File: src/rtl/cps_pkg.sv
package cps_pkg;

  typedef enum logic [2:0] {
    ST_IDLE  = 3'd0,
    ST_START = 3'd1,
    ST_B1    = 3'd2,
    ST_B2    = 3'd3,
    ST_B3    = 3'd4,
    ST_B4    = 3'd5
  } cps_state_t;

  // Lane index within the word for each byte state (0 = bits 31:24)
  function automatic logic [1:0] lane_of(cps_state_t st);
    case (st)
      ST_B2:   return 2'd1;
      ST_B3:   return 2'd2;
      ST_B4:   return 2'd3;
      default: return 2'd0;
    endcase
  endfunction

  function automatic logic is_byte_state(cps_state_t st);
    return (st == ST_B1) || (st == ST_B2) || (st == ST_B3) || (st == ST_B4);
  endfunction

endpackage

File: src/rtl/cps_len_decode.sv
module cps_len_decode #(
  parameter int ADDR_W = 10
) (
  input  logic [31:0]       hdr,
  output logic [ADDR_W-1:0] nwords
);
  localparam logic [30:0] MAXW = 31'((64'd1 << ADDR_W) - 64'd1);

  logic [30:0] wc;

  // Round the byte count up to whole words
  assign wc     = {1'b0, hdr[31:2]} + {30'd0, |hdr[1:0]};
  assign nwords = (wc > MAXW) ? MAXW[ADDR_W-1:0] : wc[ADDR_W-1:0];
endmodule

File: src/rtl/cps_word_ctr.sv
module cps_word_ctr #(
  parameter int ADDR_W = 10
) (
  input  logic              clk,
  input  logic              rst_n,
  input  logic              clr,
  input  logic [ADDR_W-1:0] nw_in,
  input  logic              inc,
  output logic              last
);
  logic [ADDR_W-1:0] cnt;
  logic [ADDR_W-1:0] nw_q;

  always_ff @(negedge clk or negedge rst_n) begin
    if (!rst_n) begin
      cnt  <= '0;
      nw_q <= '0;
    end else if (clr) begin
      cnt  <= '0;
      nw_q <= nw_in;
    end else if (inc) begin
      cnt  <= cnt + 1'b1;
    end
  end

  // The word now on the port is the final one
  assign last = (({1'b0, cnt} + (ADDR_W+1)'(1)) == {1'b0, nw_q});


  ctr_bound_chk: assert property (@(negedge clk) disable iff (!rst_n)
    (cnt <= nw_q));
endmodule

File: src/rtl/cps_byte_lane.sv
module cps_byte_lane #(
  parameter bit REV_BITS = 1'b1
) (
  input  logic [31:0] word,
  input  logic [1:0]  sel,
  input  logic        en,
  output logic [7:0]  d
);
  logic [7:0] raw;
  logic [7:0] shaped;

  always_comb begin
    case (sel)
      2'd0:    raw = word[31:24];
      2'd1:    raw = word[23:16];
      2'd2:    raw = word[15:8];
      default: raw = word[7:0];
    endcase
  end

  generate
    if (REV_BITS) begin : g_rev
      for (genvar i = 0; i < 8; i++) begin : g_bit
        assign shaped[i] = raw[7-i];
      end
    end else begin : g_str
      assign shaped = raw;
    end
  endgenerate

  assign d = en ? shaped : 8'hFF;
endmodule

File: src/rtl/cps_streamer.sv
module cps_streamer
  import cps_pkg::*;
#(
  parameter int ADDR_W   = 10,
  parameter bit REV_BITS = 1'b1
) (
  input  logic              cfg_clk,
  input  logic              rst_n,
  input  logic              start,
  output logic [ADDR_W-1:0] buf_addr,
  input  logic [31:0]       buf_word,
  output logic [7:0]        port_d,
  output logic              port_cs_n,
  output logic              port_wr_n,
  output logic              done
);
  localparam logic [ADDR_W-1:0] FIRST_PAYLOAD = ADDR_W'(1);

  cps_state_t        state, nxt;
  logic [ADDR_W-1:0] rd_ptr;
  logic [31:0]       cur_word;
  logic [ADDR_W-1:0] hdr_nwords;
  logic              last;
  logic              go;
  logic              load;

  cps_len_decode #(.ADDR_W(ADDR_W)) u_len (
    .hdr    (buf_word),
    .nwords (hdr_nwords)
  );

  assign go   = (state == ST_IDLE) && start && (hdr_nwords != '0);
  assign load = (state == ST_START) || ((state == ST_B4) && !last);

  cps_word_ctr #(.ADDR_W(ADDR_W)) u_ctr (
    .clk   (cfg_clk),
    .rst_n (rst_n),
    .clr   (go),
    .nw_in (hdr_nwords),
    .inc   (state == ST_B4),
    .last  (last)
  );

  always_comb begin
    nxt = state;
    case (state)
      ST_IDLE:  nxt = go ? ST_START : ST_IDLE;
      ST_START: nxt = ST_B1;
      ST_B1:    nxt = ST_B2;
      ST_B2:    nxt = ST_B3;
      ST_B3:    nxt = ST_B4;
      ST_B4:    nxt = last ? ST_IDLE : ST_B1;
      default:  nxt = ST_IDLE;
    endcase
  end

  always_ff @(negedge cfg_clk or negedge rst_n) begin
    if (!rst_n) begin
      state    <= ST_IDLE;
      rd_ptr   <= '0;
      cur_word <= '0;
      done     <= 1'b0;
    end else begin
      state <= nxt;
      done  <= (state == ST_B4) && last;
      if (go) begin
        rd_ptr <= FIRST_PAYLOAD;
      end else if (load) begin
        cur_word <= buf_word;
        rd_ptr   <= rd_ptr + 1'b1;
      end else if (nxt == ST_IDLE) begin
        rd_ptr <= '0;
      end
    end
  end

  assign buf_addr  = rd_ptr;
  assign port_cs_n = (state == ST_IDLE);
  assign port_wr_n = (state == ST_IDLE);

  cps_byte_lane #(.REV_BITS(REV_BITS)) u_lane (
    .word (cur_word),
    .sel  (lane_of(state)),
    .en   (is_byte_state(state)),
    .d    (port_d)
  );


  start_to_b1_chk: assert property (@(negedge cfg_clk) disable iff (!rst_n)
    (state == ST_START) |=> (state == ST_B1));


  lane_order_chk: assert property (@(negedge cfg_clk) disable iff (!rst_n)
    (state == ST_B2) |=> (state == ST_B3));


  done_single_chk: assert property (@(negedge cfg_clk) disable iff (!rst_n)
    done |=> !done);


  done_idle_chk: assert property (@(negedge cfg_clk) disable iff (!rst_n)
    done |-> (port_cs_n && port_wr_n));


  zero_len_chk: assert property (@(negedge cfg_clk) disable iff (!rst_n)
    ((state == ST_IDLE) && (hdr_nwords == '0)) |=> (state == ST_IDLE));


  idle_addr_chk: assert property (@(negedge cfg_clk) disable iff (!rst_n)
    (done && (state == ST_IDLE)) |-> (buf_addr == '0));
endmodule

File: config.mk
export PLATFORM = sky130hd
export DESIGN_NAME = cps_streamer
export DESIGN_NICKNAME = d
export VERILOG_FILES = /design/src/rtl/cps_pkg.sv /design/src/rtl/cps_len_decode.sv /design/src/rtl/cps_word_ctr.sv /design/src/rtl/cps_byte_lane.sv /design/src/rtl/cps_streamer.sv
export SDC_FILE = /design/constraint.sdc
export NUM_CORES = 1
export LEC_CHECK = 0
export ABC_CLOCK_PERIOD_IN_PS = 3000
export BUFFER_PORTS_ARGS = -buffer_cell sky130_fd_sc_hd__buf_2
export CELL_PAD_IN_SITES_DETAIL_PLACEMENT = 1
export CELL_PAD_IN_SITES_GLOBAL_PLACEMENT = 2
export CORE_MARGIN = 3
export CORE_UTILIZATION = 36
export DETAILED_ROUTE_END_ITERATION = 6
export PLACE_DENSITY_LB_ADDON = 0.1
export SYNTH_ARGS = -nofsm -noshare
export SYNTH_HDL_FRONTEND = slang
export SYNTH_SLANG_ARGS = --single-unit
File: constraint.sdc
create_clock -name cfg_clk -period 3 [get_ports cfg_clk]
set_input_delay 0.15 -clock cfg_clk [delete_from_list [all_inputs] [get_ports cfg_clk]]
set_output_delay 0.15 -clock cfg_clk [all_outputs]
set_load 0.01 [all_outputs]
# [Yosys cells after proc, flatten, opt, wreduce, memory -nomap -nowiden]
# Index checks and enable logic that the tools add are counted.
[word_totals] wordCells=49 input_bits=35 regBits=66 output_inout_bits=21
[op_classes] n_eq_ne=8 bitwise=1 order_cmp=1 n_addsub=4 n_reduce_logical=17 mux=12
[ops] cell="10-bit 2-to-1 mux" n=6
[ops] cell="30-bit by 1-bit adder with 31-bit output" n=1
[ops] cell="31-bit by 10-bit > comparator with 1-bit output (second input constant)" n=1
[ops] cell="8-bit one-hot mux with 3 select lines" n=1
[ops] cell="10-bit by 1-bit adder with 10-bit output (second input constant)" n=2
[ops] cell="3-bit one-hot mux with 6 select lines" n=1
[ops] cell="10-bit by 1-bit adder with 11-bit output (second input constant)" n=1
[ops] cell="11-bit by 10-bit == test with 1-bit output" n=1
[ops] cell="10-bit nonzero test" n=1
[ops] cell="8-bit 2-to-1 mux" n=1
[ops] cell="3-bit by 2-bit == test with 1-bit output (second input constant)" n=2
[ops] cell="3-bit == test (second input constant)" n=2
[ops] cell="3-bit zero test" n=2
[ops] cell="2-bit one-hot mux with 3 select lines" n=1
[ops] cell="1-bit logical AND" n=4
[ops] cell="1-bit logical OR" n=4
[ops] cell="3-bit by 1-bit == test with 1-bit output (second input constant)" n=1
[ops] cell="3-bit nonzero test" n=1
[ops] cell="2-bit by 1-bit == test with 1-bit output (second input constant)" n=1
[ops] cell="2-bit == test (second input constant)" n=1
[ops] cell="2-bit zero test" n=1
[ops] cell="2-bit 2-to-1 mux" n=1
[ops] cell="2-bit AND reduction" n=1
[ops] cell="2-bit nonzero test" n=1
[ops] cell="other kinds (4)" n=4

# [Depth between registers and ports, before layout]
# Gate-level depths: netlist (run 1).
[logic_depth] depth_word=12 ltp_mapped=11 depth_no_buf=10

# [Cells and area by module]
# Synthesis (run 1) repeated with hierarchy kept, for this count alone.
[hier_totals] cells_unflattened=465 area_unflattened_um2=4022.6
[modules_own_cells] mod="cps_streamer" instances=1 cells_each=222 seq_area_each_um2=1151.1 area_per_inst_um2=1941.9
[modules_own_cells] mod="cps_word_ctr" instances=1 cells_each=113 seq_area_each_um2=500.5 area_per_inst_um2=1129.8
[modules_own_cells] mod="cps_len_decode" instances=1 cells_each=112 seq_area_each_um2=0.0 area_per_inst_um2=705.7
[modules_own_cells] mod="cps_byte_lane" instances=1 cells_each=18 seq_area_each_um2=0.0 area_per_inst_um2=245.2

==> results by group, run 1 <==
Power
  • Power density cells: 393 mW/mm^2
  • Pint: 0.00188 W
  • Sw Pwr: 0.000602 W
  • Sequential Power Share: 38.0%
  • Leakage: 2.82 nW
  • Worst vdd ir: 0.000186 V
  • Gate power share: 11.8%
  • Switching share of power: 24.3%
  • Clock share of power: 50.2%

Worst setup path
  • Most frequent cell on the critical path: ha_4
  • Critical path launch point: buf_word[0]
  • Critical path data required time: 1.68 ns
  • Worst path slowest cell: or4_4
  • Crit-path max cell delay: 0.45 ns
  • FF-to-FF Start: u_ctr.cnt[2]
  • Top delay family on crit path: simple AND/OR/NAND/NOR gates
  • CP Class: input pin to register
  • WP buf/inv: 2
  • Arrival time worst endpoint: 2.50 ns
  • Crit start category: input pin
  • Critical Path, Cell by Cell: buf_2, or2_4, ha_4, ha_4, nand4_4, or4_4, mux2i_1, nor4_2, nand4_1, buf_6, or3_4, a2bb2oi_1
  • CP Capture Type: register
  • Max FO, Critical Path: 4

STA
  • Least-Margin Pin Slew: 0.502 ns
  • RSZ-0062 raised after global routing: true
  • Max-slew headroom: 66.6%
  • Final WS setup: -0.820 ns
  • Fin. max-slew vios: 0
  • Setup clock skew after layout: 0.00785 ns
  • Final Setup Violations: 30
  • Fin. Hold Viols: 0

Drt
  • Via count: 4171
  • Uppermost layer routed: met4
  • WL/cell: 20.0 um
  • Drt drc: 0
  • Final WL: 15200 um
  • Vias/cell: 5.49
  • Post-DRT Antenna Nets: 0
  • Wire length on met2: 8290 um
  • Met3 wire length: 459 um
  • Initial drt markers: 185
  • TritonRoute pass-1 iters: 4
  • Metal-1 WL: 6080 um

Logic synthesis
  • Syn Inst Count: 462
  • Mapped Nets: 501
  • Seq/Total Area, Yosys: 38.7%
  • Yosys reg bits: 66
  • Yosys warning total: 0
  • Avg Inst Size Synth: 9.24 sq um
  • Post-synth EDFFs: 0
  • Ys async rst share: 100%
  • Syn Std Cell Area: 0.00427 sq mm
  • Cell variety after synth: 66
  • Top FF cell, synth: dfrtn_1

Min path
  • Hold crit path type: register to register
  • Worst Hold Launch: cur_word[22]

Final layout
  • Final core occ: 54.8%
  • Nets: 651
  • P&R area growth vs syn: 47.7%
  • Fillers: 1317
  • Layout cell share with drive strength beyond 1: 44.4%
  • Area of the multi-input gates: 0.00282 sq mm
  • Reg area: 0.00165 sq mm
  • Non-filler cells, final: 760
  • Final instance area: 0.00631 sq mm
  • Ant diodes: 0

Global routing
  • First-pass GRT wire length: 23500 um
  • Vias in the first global route: 4491
  • Total track usage: 22.9%
  • GR Overflow Total: 0
  • Antenna violations before repair: 0
  • Pin count of the biggest net entering global routing: 32

Floorplan
  • Core ar.: 0.0115 sq mm
  • Die Span Y: 115 um
  • Die area: 0.0132 sq mm
  • Floorplan row count: 39
  • Starting Density: 37.1%
  • # IOs: 56
  • Die W: 115 um

Clocking
  • Cts bufs inserted: 9
  • Clock latency on the worst-skew pair: 0.34 ns
  • H-tree levels: 3
  • Clock root cell: clkbuf_16
  • Hold buffers post-CTS: 0
  • CTS tree: yes
  • Clk slew on worst S/H paths: 0.05 ns
  • Max clock buf depth: 2
  • Clk sink count: 66

Placement
  • Hpwl dp: 11200 um
  • Placed cell count: 728
  • Final Wtd Congestion: 0.865
  • Post-DP Area: 0.00541 sq mm
  • Port bufs: 55

Run status
  • Status: finished, violations left
  • Violated checks: setup timing

Flow run
  • Max-cap viol count: 0
## flip-flops by register name, indices dropped and copies added, names as in the netlist
register	count
buf_addr	10
state	3
u_ctr.nw_q	10
u_ctr.cnt	10
done	1
cur_word	32
## power by group through the flow
stage | sequential [W] | combinational, W | clock (W)
2_1_floorplan | 0.000943 | 0.0000965 | 0
3_3_place_gp | 0.000947 | 0.000265 | 0
3_5_place_dp | 0.000949 | 0.000270 | 0
4_1_cts | 0.000936 | 0.000281 | 0.00126
5_1_grt | 0.000943 | 0.000319 | 0.00131
6_report | 0.000942 | 0.000292 | 0.00125
## kinds of logic (layout without fill, tap and decap cells)
group           after synthesis  count (layout)  synth area share, %
simple gates                181             182                 22.9
mux                          40              40                 10.2
xor+xnor                     30              30                 6.15
flops                        66              66                 38.7
buf+inv                      47             201                 5.60
compound gates               94              94                 15.3
fa+ha+maj                     4               4                 1.17
## cells in the mapped netlist (4+ instances only)
| library cell | number | share of area, % |
|---|---|---|
| nor2_1 | 24 | 2.1 |
| xnor2_1 | 16 | 3.3 |
| mux2_2 | 27 | 7.1 |
| nor3b_1 | 4 | 0.70 |
| xor2_1 | 14 | 2.9 |
| dfrtn_1 | 66 | 39 |
| a211oi_1 | 5 | 0.88 |
| nand2_1 | 52 | 4.6 |
| nor4_1 | 6 | 0.88 |
| ha_1 | 4 | 1.2 |
| inv_1 | 20 | 1.8 |
| a22oi_1 | 6 | 1.1 |
| a21oi_1 | 4 | 0.47 |
| or4_1 | 4 | 0.70 |
| and2_1 | 12 | 1.8 |
| clkbuf_1 | 9 | 0.79 |
| nor3_1 | 14 | 1.6 |
| nand4_1 | 18 | 2.6 |
| and3_1 | 12 | 1.8 |
| buf_2 | 10 | 1.2 |
| o221ai_1 | 8 | 1.6 |
| nor2b_1 | 4 | 0.59 |
| nand3_1 | 13 | 1.5 |
| mux2i_1 | 13 | 3.0 |
| o21ai_0 | 32 | 3.8 |
## cell usage in the layout (no fill, tap or decap), drive strengths merged, types with 4 or more instances in the layout
master | netlist | layout
nor2 | 24 | 24
nor4 | 8 | 8
nor2b | 4 | 4
or4 | 4 | 4
and3 | 12 | 12
mux2i | 13 | 13
mux2 | 27 | 27
clkbuf | 10 | 9
dfrtn | 66 | 66
and2 | 13 | 13
o21ai | 34 | 34
xnor2 | 16 | 16
xor2 | 14 | 14
nor3b | 4 | 4
ha | 4 | 4
o221ai | 8 | 8
a21oi | 4 | 4
inv | 20 | 22
nand4 | 19 | 19
a22oi | 6 | 6
a211oi | 5 | 5
nand2 | 52 | 53
buf | 16 | 164
nor3 | 15 | 15
nand3 | 15 | 15
## tightest hold or removal path, cell delays in order, from the launching register on
cell and delay [ns]:
dfrtn_1 0.41, nand2_1 0.05, o21ai_0 0.06
## area by class of cell
cell class	instances	area share [%]
clock buffers	9	3.57
clock inverters	7	1.96
inverters	21	1.33
multi-input cells	350	44.8
flip-flops and latches	66	26.2
well taps	143	2.84
repair buffers	164	19.4
## metal layers
layer,vias to the layer above,global-route usage (%)
met1,2071,26.5
met2,79,42.3
li1,1997,-
met4,0,7.51
met5,-,0
met3,24,4.26
## metrics by stage
step	power, W	hold WS [ns]	worst slack (ns)	setup TNS, ns
3_5_place_dp	0.00122	0.437	-1.10	-23.38
4_1_cts	0.00247	0.437	-0.728	-18.10
3_3_place_gp	0.00121	0.423	-1.03	-21.94
6_report	0.00248	0.443	-0.820	-19.69
5_1_grt	0.00257	0.482	-0.912	-23.06
2_1_floorplan	0.00104	0.409	-0.840	-15.83
## final timing paths
path | cells after the start | endpoint | slack (ns)
max | 12 | u_ctr.nw_q[0] | -0.82
min | 2 | cur_word[22] | 0.44
max reg2reg | 8 | buf_addr[9] | 0.25
min reg2reg | 2 | cur_word[22] | 0.44
max in group asynchronous | 2 | cur_word[12] | 1.25
min in group asynchronous | 1 | buf_addr[3] | 1.16
## what timing repair did
action / 4_1_cts / 5_1_grt
setup endpoints to repair: 32 / 39
endpoints found under the hold margin: 0 / 0
gates resized for setup: 53 / 44
cloned: 1 / 1
pin swaps: 18 / 18
setup buffers: 14 / 2
Power figures use the tool's default switching activity.
==> run 2: changes to the inputs <==
Settings changed: ABC_AREA set to 1, CORE_UTILIZATION 36 to 33.
==> results by group, run 2 <==
Drt
  • Initial drt markers: 176 (was 185)
  • Vias/cell: 4.79 (was 5.49)
  • Final WL: 14800 um (was 15200 um)
  • TritonRoute pass-1 iters: 4 (unchanged)
  • Post-DRT Antenna Nets: 0 (unchanged)
  • Via count: 4616 (was 4171)
  • Drt drc: 0 (unchanged)
  • WL/cell: 15.4 um (was 20.0 um)

Logic synthesis
  • Yosys warning total: 0 (unchanged)
  • Ys async rst share: 100% (unchanged)
  • Synth top area cells: dfrtn_1, nand2_1, nand3_1 (was dfrtn_1, mux2_2, nand2_1)
  • Syn Inst Count: 610 (was 462)
  • Cell taking the most area after synthesis: dfrtn_1 (unchanged)
  • Share of the synthesized area in the top cell type: 38.7% (about the same)
  • Seq/Total Area, Yosys: 38.7% (about the same)
  • Yosys reg bits: 66 (unchanged)
  • Cell variety after synth: 34 (was 66)
  • Post-synth EDFFs: 0 (unchanged)
  • Syn Std Cell Area: 0.00427 sq mm (about the same)
  • Top FF cell, synth: dfrtn_1 (unchanged)
  • Avg Inst Size Synth: 6.99 sq um (was 9.24 sq um)
  • Mapped Nets: 649 (was 501)
  • Count leader, synth: nand2_1 (was dfrtn_1)
  • Most instantiated cells after synthesis: nand2_1, dfrtn_1, inv_1, nor2_1, nand3_1 (was dfrtn_1, nand2_1, o21ai_0, mux2_2, nor2_1)

STA
  • Fin. max-slew vios: 0 (unchanged)
  • Fin. Hold Viols: 0 (unchanged)
  • Max-slew headroom: 67.9% (was 66.6%)
  • Final Setup Violations: 30 (unchanged)
  • Setup clock skew after layout: 0.00606 ns (was 0.00785 ns)
  • Final WS setup: -0.541 ns (was -0.820 ns)
  • Least-Margin Pin Slew: 0.482 ns (was 0.502 ns)
  • RSZ-0062 raised after global routing: true (unchanged)
  • Setup TNS: -13.45 ns (was -19.69 ns)

Final layout
  • Layout cell share with drive strength beyond 1: 34.1% (was 44.4%)
  • Commonest non-fill, non-tap cells in the layout: nand2_1, buf_4, dfrtn_1, inv_1 (was buf_4, dfrtn_1, buf_2, nand2_1, mux2_2)
  • Commonest non-fill, non-tap cell in the layout: nand2_1 (was buf_4)
  • Ant diodes: 0 (unchanged)
  • Non-filler cells, final: 963 (was 760)
  • P&R area growth vs syn: 49.0% (was 47.7%)
  • Nets: 829 (was 651)
  • Largest Register: cur_word (unchanged)
  • Max reg flops: 32 (unchanged)
  • Fillers: 1618 (was 1317)
  • Reg area: 0.00165 sq mm (unchanged)
  • Area of the multi-input gates: 0.00259 sq mm (was 0.00282 sq mm)

Floorplan
  • Core ar.: 0.0123 sq mm (was 0.0115 sq mm)
  • Floorplan row count: 40 (was 39)
  • Die Span Y: 120 um (was 115 um)
  • Starting Density: 34.7% (was 37.1%)
  • Die area: 0.0143 sq mm (was 0.0132 sq mm)
  • # IOs: 56 (unchanged)
  • Die W: 120 um (was 115 um)

Clocking
  • Max clock buf depth: 2 (unchanged)
  • CTS tree: yes (unchanged)
  • H-tree levels: 3 (unchanged)
  • Clk slew on worst S/H paths: 0.04 ns (was 0.05 ns)
  • Clock latency on the worst-skew pair: 0.34 ns (about the same)
  • Cts bufs inserted: 9 (unchanged)
  • Hold buffers post-CTS: 0 (unchanged)
  • Clk sink count: 66 (unchanged)
  • Clock root cell: clkbuf_16 (unchanged)

Placement
  • Placed cell count: 930 (was 728)
  • Final Wtd Congestion: 0.870 (was 0.865)
  • Hpwl dp: 11600 um (was 11200 um)
  • Port bufs: 55 (unchanged)

Global routing
  • Antenna violations before repair: 0 (unchanged)
  • Total track usage: 21.6% (was 22.9%)
  • First-pass GRT wire length: 24700 um (was 23500 um)
  • Vias in the first global route: 5031 (was 4491)
  • Pin count of the biggest net entering global routing: 67 (was 32)
  • GR Overflow Total: 0 (unchanged)

Min path
  • Hold crit path type: register to register (unchanged)

Power
  • Clock share of power: 45.8% (was 50.2%)
  • Power density cells: 356 mW/mm^2 (was 393 mW/mm^2)
  • Worst vdd ir: 0.000252 V (was 0.000186 V)
  • Gate power share: 12.9% (was 11.8%)
  • Sequential Power Share: 41.3% (was 38.0%)
  • Switching share of power: 24.7% (was 24.3%)
  • Sw Pwr: 0.000560 W (was 0.000602 W)
  • Leakage: 3.09 nW (was 2.82 nW)
  • Pint: 0.00170 W (was 0.00188 W)

Run status
  • Violated checks: setup timing (unchanged)
  • Status: finished, violations left (unchanged)

Worst setup path
  • Crit start category: input pin (unchanged)
  • Max FO, Critical Path: 7 (was 4)
  • Arrival time worst endpoint: 2.22 ns (was 2.50 ns)
  • CP Class: input pin to register (unchanged)
  • CP Capture Type: register (unchanged)
  • Critical path data required time: 1.68 ns (about the same)

Flow run
  • Max-cap viol count: 0 (unchanged)
[run 2: per-stage QoR]
step	power, W	setup slack (ns)	hold slack (ns)	area [sq um]	utilization [%]
after global placement	0.00122	-1.04	0.419	5700	46.3
after global routing	0.00238	-0.710	0.456	6360	51.6
after CTS	0.00229	-0.510	0.427	6280	51.0
after detailed placement	0.00123	-1.13	0.426	5700	46.3
final	0.00226	-0.541	0.424	6360	51.6
after floorplan	0.00104	-0.641	0.403	4450	-
[run 2: what timing repair did]
item	4_1_cts	5_1_grt
gates cloned	2	0
pin swaps	30	12
gates resized for setup	41	10
endpoints found under the setup margin	32	32
buffers inserted	10	7
[run 2: logic make-up after synthesis]
logic type / Yosys count / share of synthesized area [%]
muxes: 1 / 0.235
AOI/OAI and AO/OA: 67 / 9.03
xor gates and xnor gates: 28 / 5.75
and+or+nand+nor: 363 / 37.1
adders and majority gates: 4 / 1.17
DFF: 66 / 38.7
buffers and inverters: 81 / 8.04
[run 2: final cells by class]
type / count / area share [%]
inverter: 67 / 4.35
sequential: 66 / 26.0
clock inverter: 6 / 1.06
clock buffer: 10 / 3.60
multi-input combinational: 465 / 40.8
timing repair buffer: 181 / 20.9
tap: 168 / 3.31
[run 2: worst paths after layout]
kind	cells after the start	slack, ns	endpoint	start
worst max-delay path	19	-0.54	buf_addr[0]	buf_word[1]
worst min-delay path	2	0.42	cur_word[18]	cur_word[18]
worst max register to register	10	0.28	cur_word[15]	u_ctr.cnt[0]
worst min register to register	2	0.42	cur_word[18]	cur_word[18]
max in group asynchronous	2	1.46	cur_word[4]	rst_n
min in group asynchronous	2	1.20	buf_addr[6]	rst_n
[run 2: worst max-delay path, cell delays in order]
cell     delay (ns)
buf_8          0.09
inv_12         0.03
nand2_8        0.05
ha_4           0.15
ha_4           0.15
nand2_4        0.05
nor2_4         0.20
buf_4          0.14
nand4_1        0.08
nand2_1        0.09
nand2_1        0.05
nor2_1         0.11
nand2_1        0.07
nor2_1         0.10
nand2_1        0.09
nor2_4         0.20
nand4_4        0.15
nand2_4        0.17
nand3_2        0.08
[run 2: metal layers]
layer	routed length (um)	track usage, %
met5	0	0
met4	393	7.80
met3	339	2.83
met2	7920	40.5
met1	6130	24.9
[run 2: power by group through the flow]
stage	clock network, W	logic [W]	registers, W
finish	0.00104	0.000293	0.000936
global placement	0	0.000274	0.000948
detailed placement	0	0.000280	0.000949
CTS	0.00106	0.000295	0.000935
global route	0.00111	0.000327	0.000937
floorplan	0	0.0000968	0.000944
==> run 3: changes to the inputs <==
Settings changed: SETUP_SLACK_MARGIN set to 0.3.
==> results by group, run 3 (synthesized netlist as in run 2, its figures left out) <==
Floorplan
  • Floorplan row count: 40 (unchanged)
  • Starting Density: 34.7% (unchanged)
  • # IOs: 56 (unchanged)
  • Die area: 0.0143 sq mm (unchanged)
  • Die Span Y: 120 um (unchanged)
  • Die W: 120 um (unchanged)
  • Core ar.: 0.0123 sq mm (unchanged)

Clocking
  • Clk slew on worst S/H paths: 0.04 ns (about the same)
  • Clk sink count: 66 (unchanged)
  • Max clock buf depth: 2 (unchanged)
  • Hold buffers post-CTS: 0 (unchanged)
  • H-tree levels: 3 (unchanged)
  • Clock latency on the worst-skew pair: 0.34 ns (about the same)
  • Cts bufs inserted: 9 (unchanged)
  • CTS tree: yes (unchanged)
  • Clock root cell: clkbuf_16 (unchanged)

Min path
  • Hold crit path type: register to register (unchanged)
  • Hold path endpoint: cur_word[17] (was cur_word[18])
  • Worst Hold Launch: cur_word[17] (was cur_word[18])
  • Hold path depth: 2 (unchanged)

Worst setup path
  • Max FO, Critical Path: 7 (unchanged)
  • WP buf/inv: 3 (unchanged)
  • Most frequent cell on the critical path: nand2_1 (unchanged)
  • CP Class: input pin to register (unchanged)
  • Reg2Reg Depth: 12 (was 10)
  • Top delay family on crit path: simple AND/OR/NAND/NOR gates (unchanged)
  • Worst reg2reg path endpoint: cur_word[6] (was cur_word[15])
  • Worst R2R Setup Slack: 0.53 ns (was 0.28 ns)
  • Crit start category: input pin (unchanged)
  • Crit-path max cell delay: 0.19 ns (was 0.20 ns)
  • CP Capture Type: register (unchanged)
  • FF-to-FF Start: u_ctr.cnt[0] (unchanged)
  • Arrival time worst endpoint: 2.21 ns (was 2.22 ns)
  • Worst path slowest cell: nor2_4 (unchanged)
  • Critical path data required time: 1.68 ns (about the same)
  • Critical Path, Cell by Cell: buf_8, inv_12, nand2_8, ha_4, ha_4, nand2_4, nor2_4, nand3_4, nor2_4, nand2_1, nand2_1, nand2_1, inv_1, nand2_1, nor2_1, nand2_1, nor2_4, nand4_4, nand2_4, nand3_2 (was buf_8, inv_12, nand2_8, ha_4, ha_4, nand2_4, nor2_4, buf_4, nand4_1, nand2_1, nand2_1, nor2_1, nand2_1, nor2_1, nand2_1, nor2_4, nand4_4, nand2_4, nand3_2)

Final layout
  • Largest Register: cur_word (unchanged)
  • P&R area growth vs syn: 48.9% (was 49.0%)
  • Max reg flops: 32 (unchanged)
  • Commonest non-fill, non-tap cell in the layout: nand2_1 (unchanged)
  • Layout cell share with drive strength beyond 1: 33.8% (was 34.1%)
  • Reg area: 0.00165 sq mm (unchanged)
  • Nets: 832 (was 829)
  • Ant diodes: 0 (unchanged)
  • Final core occ: 51.6% (about the same)
  • Fillers: 1591 (was 1618)
  • Area of the multi-input gates: 0.00260 sq mm (was 0.00259 sq mm)
  • Commonest non-fill, non-tap cells in the layout: nand2_1, buf_4, dfrtn_1, inv_1, nor2_1 (was nand2_1, buf_4, dfrtn_1, inv_1)

Drt
  • WL/cell: 16.1 um (was 15.4 um)
  • Drt drc: 0 (unchanged)
  • Initial drt markers: 148 (was 176)
  • TritonRoute pass-1 iters: 4 (unchanged)
  • Post-DRT Antenna Nets: 0 (unchanged)
  • Final WL: 15500 um (was 14800 um)
  • Vias/cell: 4.82 (was 4.79)
  • Via count: 4650 (was 4616)

STA
  • Least-Margin Pin Slew: 0.483 ns (was 0.482 ns)
  • Setup clock skew after layout: 0.00696 ns (was 0.00606 ns)
  • RSZ-0062 raised after global routing: true (unchanged)
  • Fin. max-slew vios: 0 (unchanged)
  • Final WS setup: -0.529 ns (was -0.541 ns)
  • Final Setup Violations: 30 (unchanged)
  • Setup TNS: -14.35 ns (was -13.45 ns)
  • Fin. Hold Viols: 0 (unchanged)
  • Max-slew headroom: 67.7% (was 67.9%)

Global routing
  • Antenna violations before repair: 0 (unchanged)
  • Total track usage: 21.7% (was 21.6%)
  • Vias in the first global route: 4998 (was 5031)
  • GR Overflow Total: 0 (unchanged)
  • Pin count of the biggest net entering global routing: 67 (unchanged)
  • First-pass GRT wire length: 24800 um (was 24700 um)

Power
  • Worst vdd ir: 0.000306 V (was 0.000252 V)
  • Design Power: 0.00217 W (was 0.00226 W)
  • Power density cells: 342 mW/mm^2 (was 356 mW/mm^2)
  • Leakage: 3.11 nW (was 3.09 nW)

Run status
  • Violated checks: setup timing (unchanged)
  • Status: finished, violations left (unchanged)

Placement
  • Final Wtd Congestion: 0.878 (was 0.870)
  • Hpwl dp: 11900 um (was 11600 um)
  • Port bufs: 55 (unchanged)
  • Pre-CTS WS: -1.14 ns (was -1.13 ns)

Flow run
  • Max-cap viol count: 0 (unchanged)
## run 3: cell count changes in the layout (fill, tap and decap cells not counted), sizes merged
cell	previous run	this run
buf	181	183
bufinv	1	0
clkbuf	10	11
clkinv	3	2
clkinvlp	2	1
nor2	72	73
## run 3: where the power goes
part	internal, W	switching, W
sequential	0.000920	0.0000173
clock	0.000569	0.000370
combinational	0.000142	0.000152
total	0.00163	0.000539
## run 3: layout make-up
class / instances / share of cell area [%]
clock buffer: 11 / 3.82
clock inverter: 3 / 0.276
inverter: 67 / 4.39
multi-input combinational: 466 / 40.9
sequential: 66 / 26.0
tap: 168 / 3.31
timing repair buffer: 183 / 21.3
## run 3: worst max-delay path by stage
stage                 from       endpoint  cells after the start
2_1_floorplan  buf_word[1]       state[0]                     20
3_3_place_gp   buf_word[1]       state[0]                     20
3_5_place_dp   buf_word[1]  u_ctr.nw_q[8]                     22
4_1_cts        buf_word[1]    buf_addr[0]                     18
5_1_grt        buf_word[1]  u_ctr.nw_q[8]                     20
6_report       buf_word[1]    buf_addr[0]                     20
## run 3: worst register-to-register path, stage by stage (launching register included)
cell,delay [ns]
dfrtn_1,0.50
ha_1,0.26
inv_1,0.12
nor2_1,0.08
nor2_1,0.12
nand3_1,0.10
nor2_1,0.12
nand3_1,0.10
nor3_2,0.18
nand4_4,0.19
nand2_2,0.14
buf_6,0.26
o21ai_0,0.13
## run 3: timing repair
| action | in CTS | in global routing |
|---|---|---|
| gates cloned | 3 | 0 |
| resized for setup | 44 | 12 |
| pin swaps | 36 | 6 |
| setup endpoints to repair | 47 | 66 |
| setup buffers | 11 | 5 |
## run 3: metrics by stage
| step | instances | hold WS (ns) | instance area (sq um) |
|---|---|---|---|
| after global placement | 931 | 0.419 | 5700 |
| after floorplan | 610 | 0.403 | 4460 |
| after global routing | 964 | 0.465 | 6350 |
| after detailed placement | 931 | 0.435 | 5700 |
| after CTS | 959 | 0.440 | 6270 |
| final | 964 | 0.442 | 6350 |
## run 3: per-layer routing
layer / share of wire [%] / track usage [%]
met1: 41 / 25.2
met2: 55 / 41.7
met3: 2.4 / 3.20
met4: 1.4 / 4.87
met5: 0 / 0
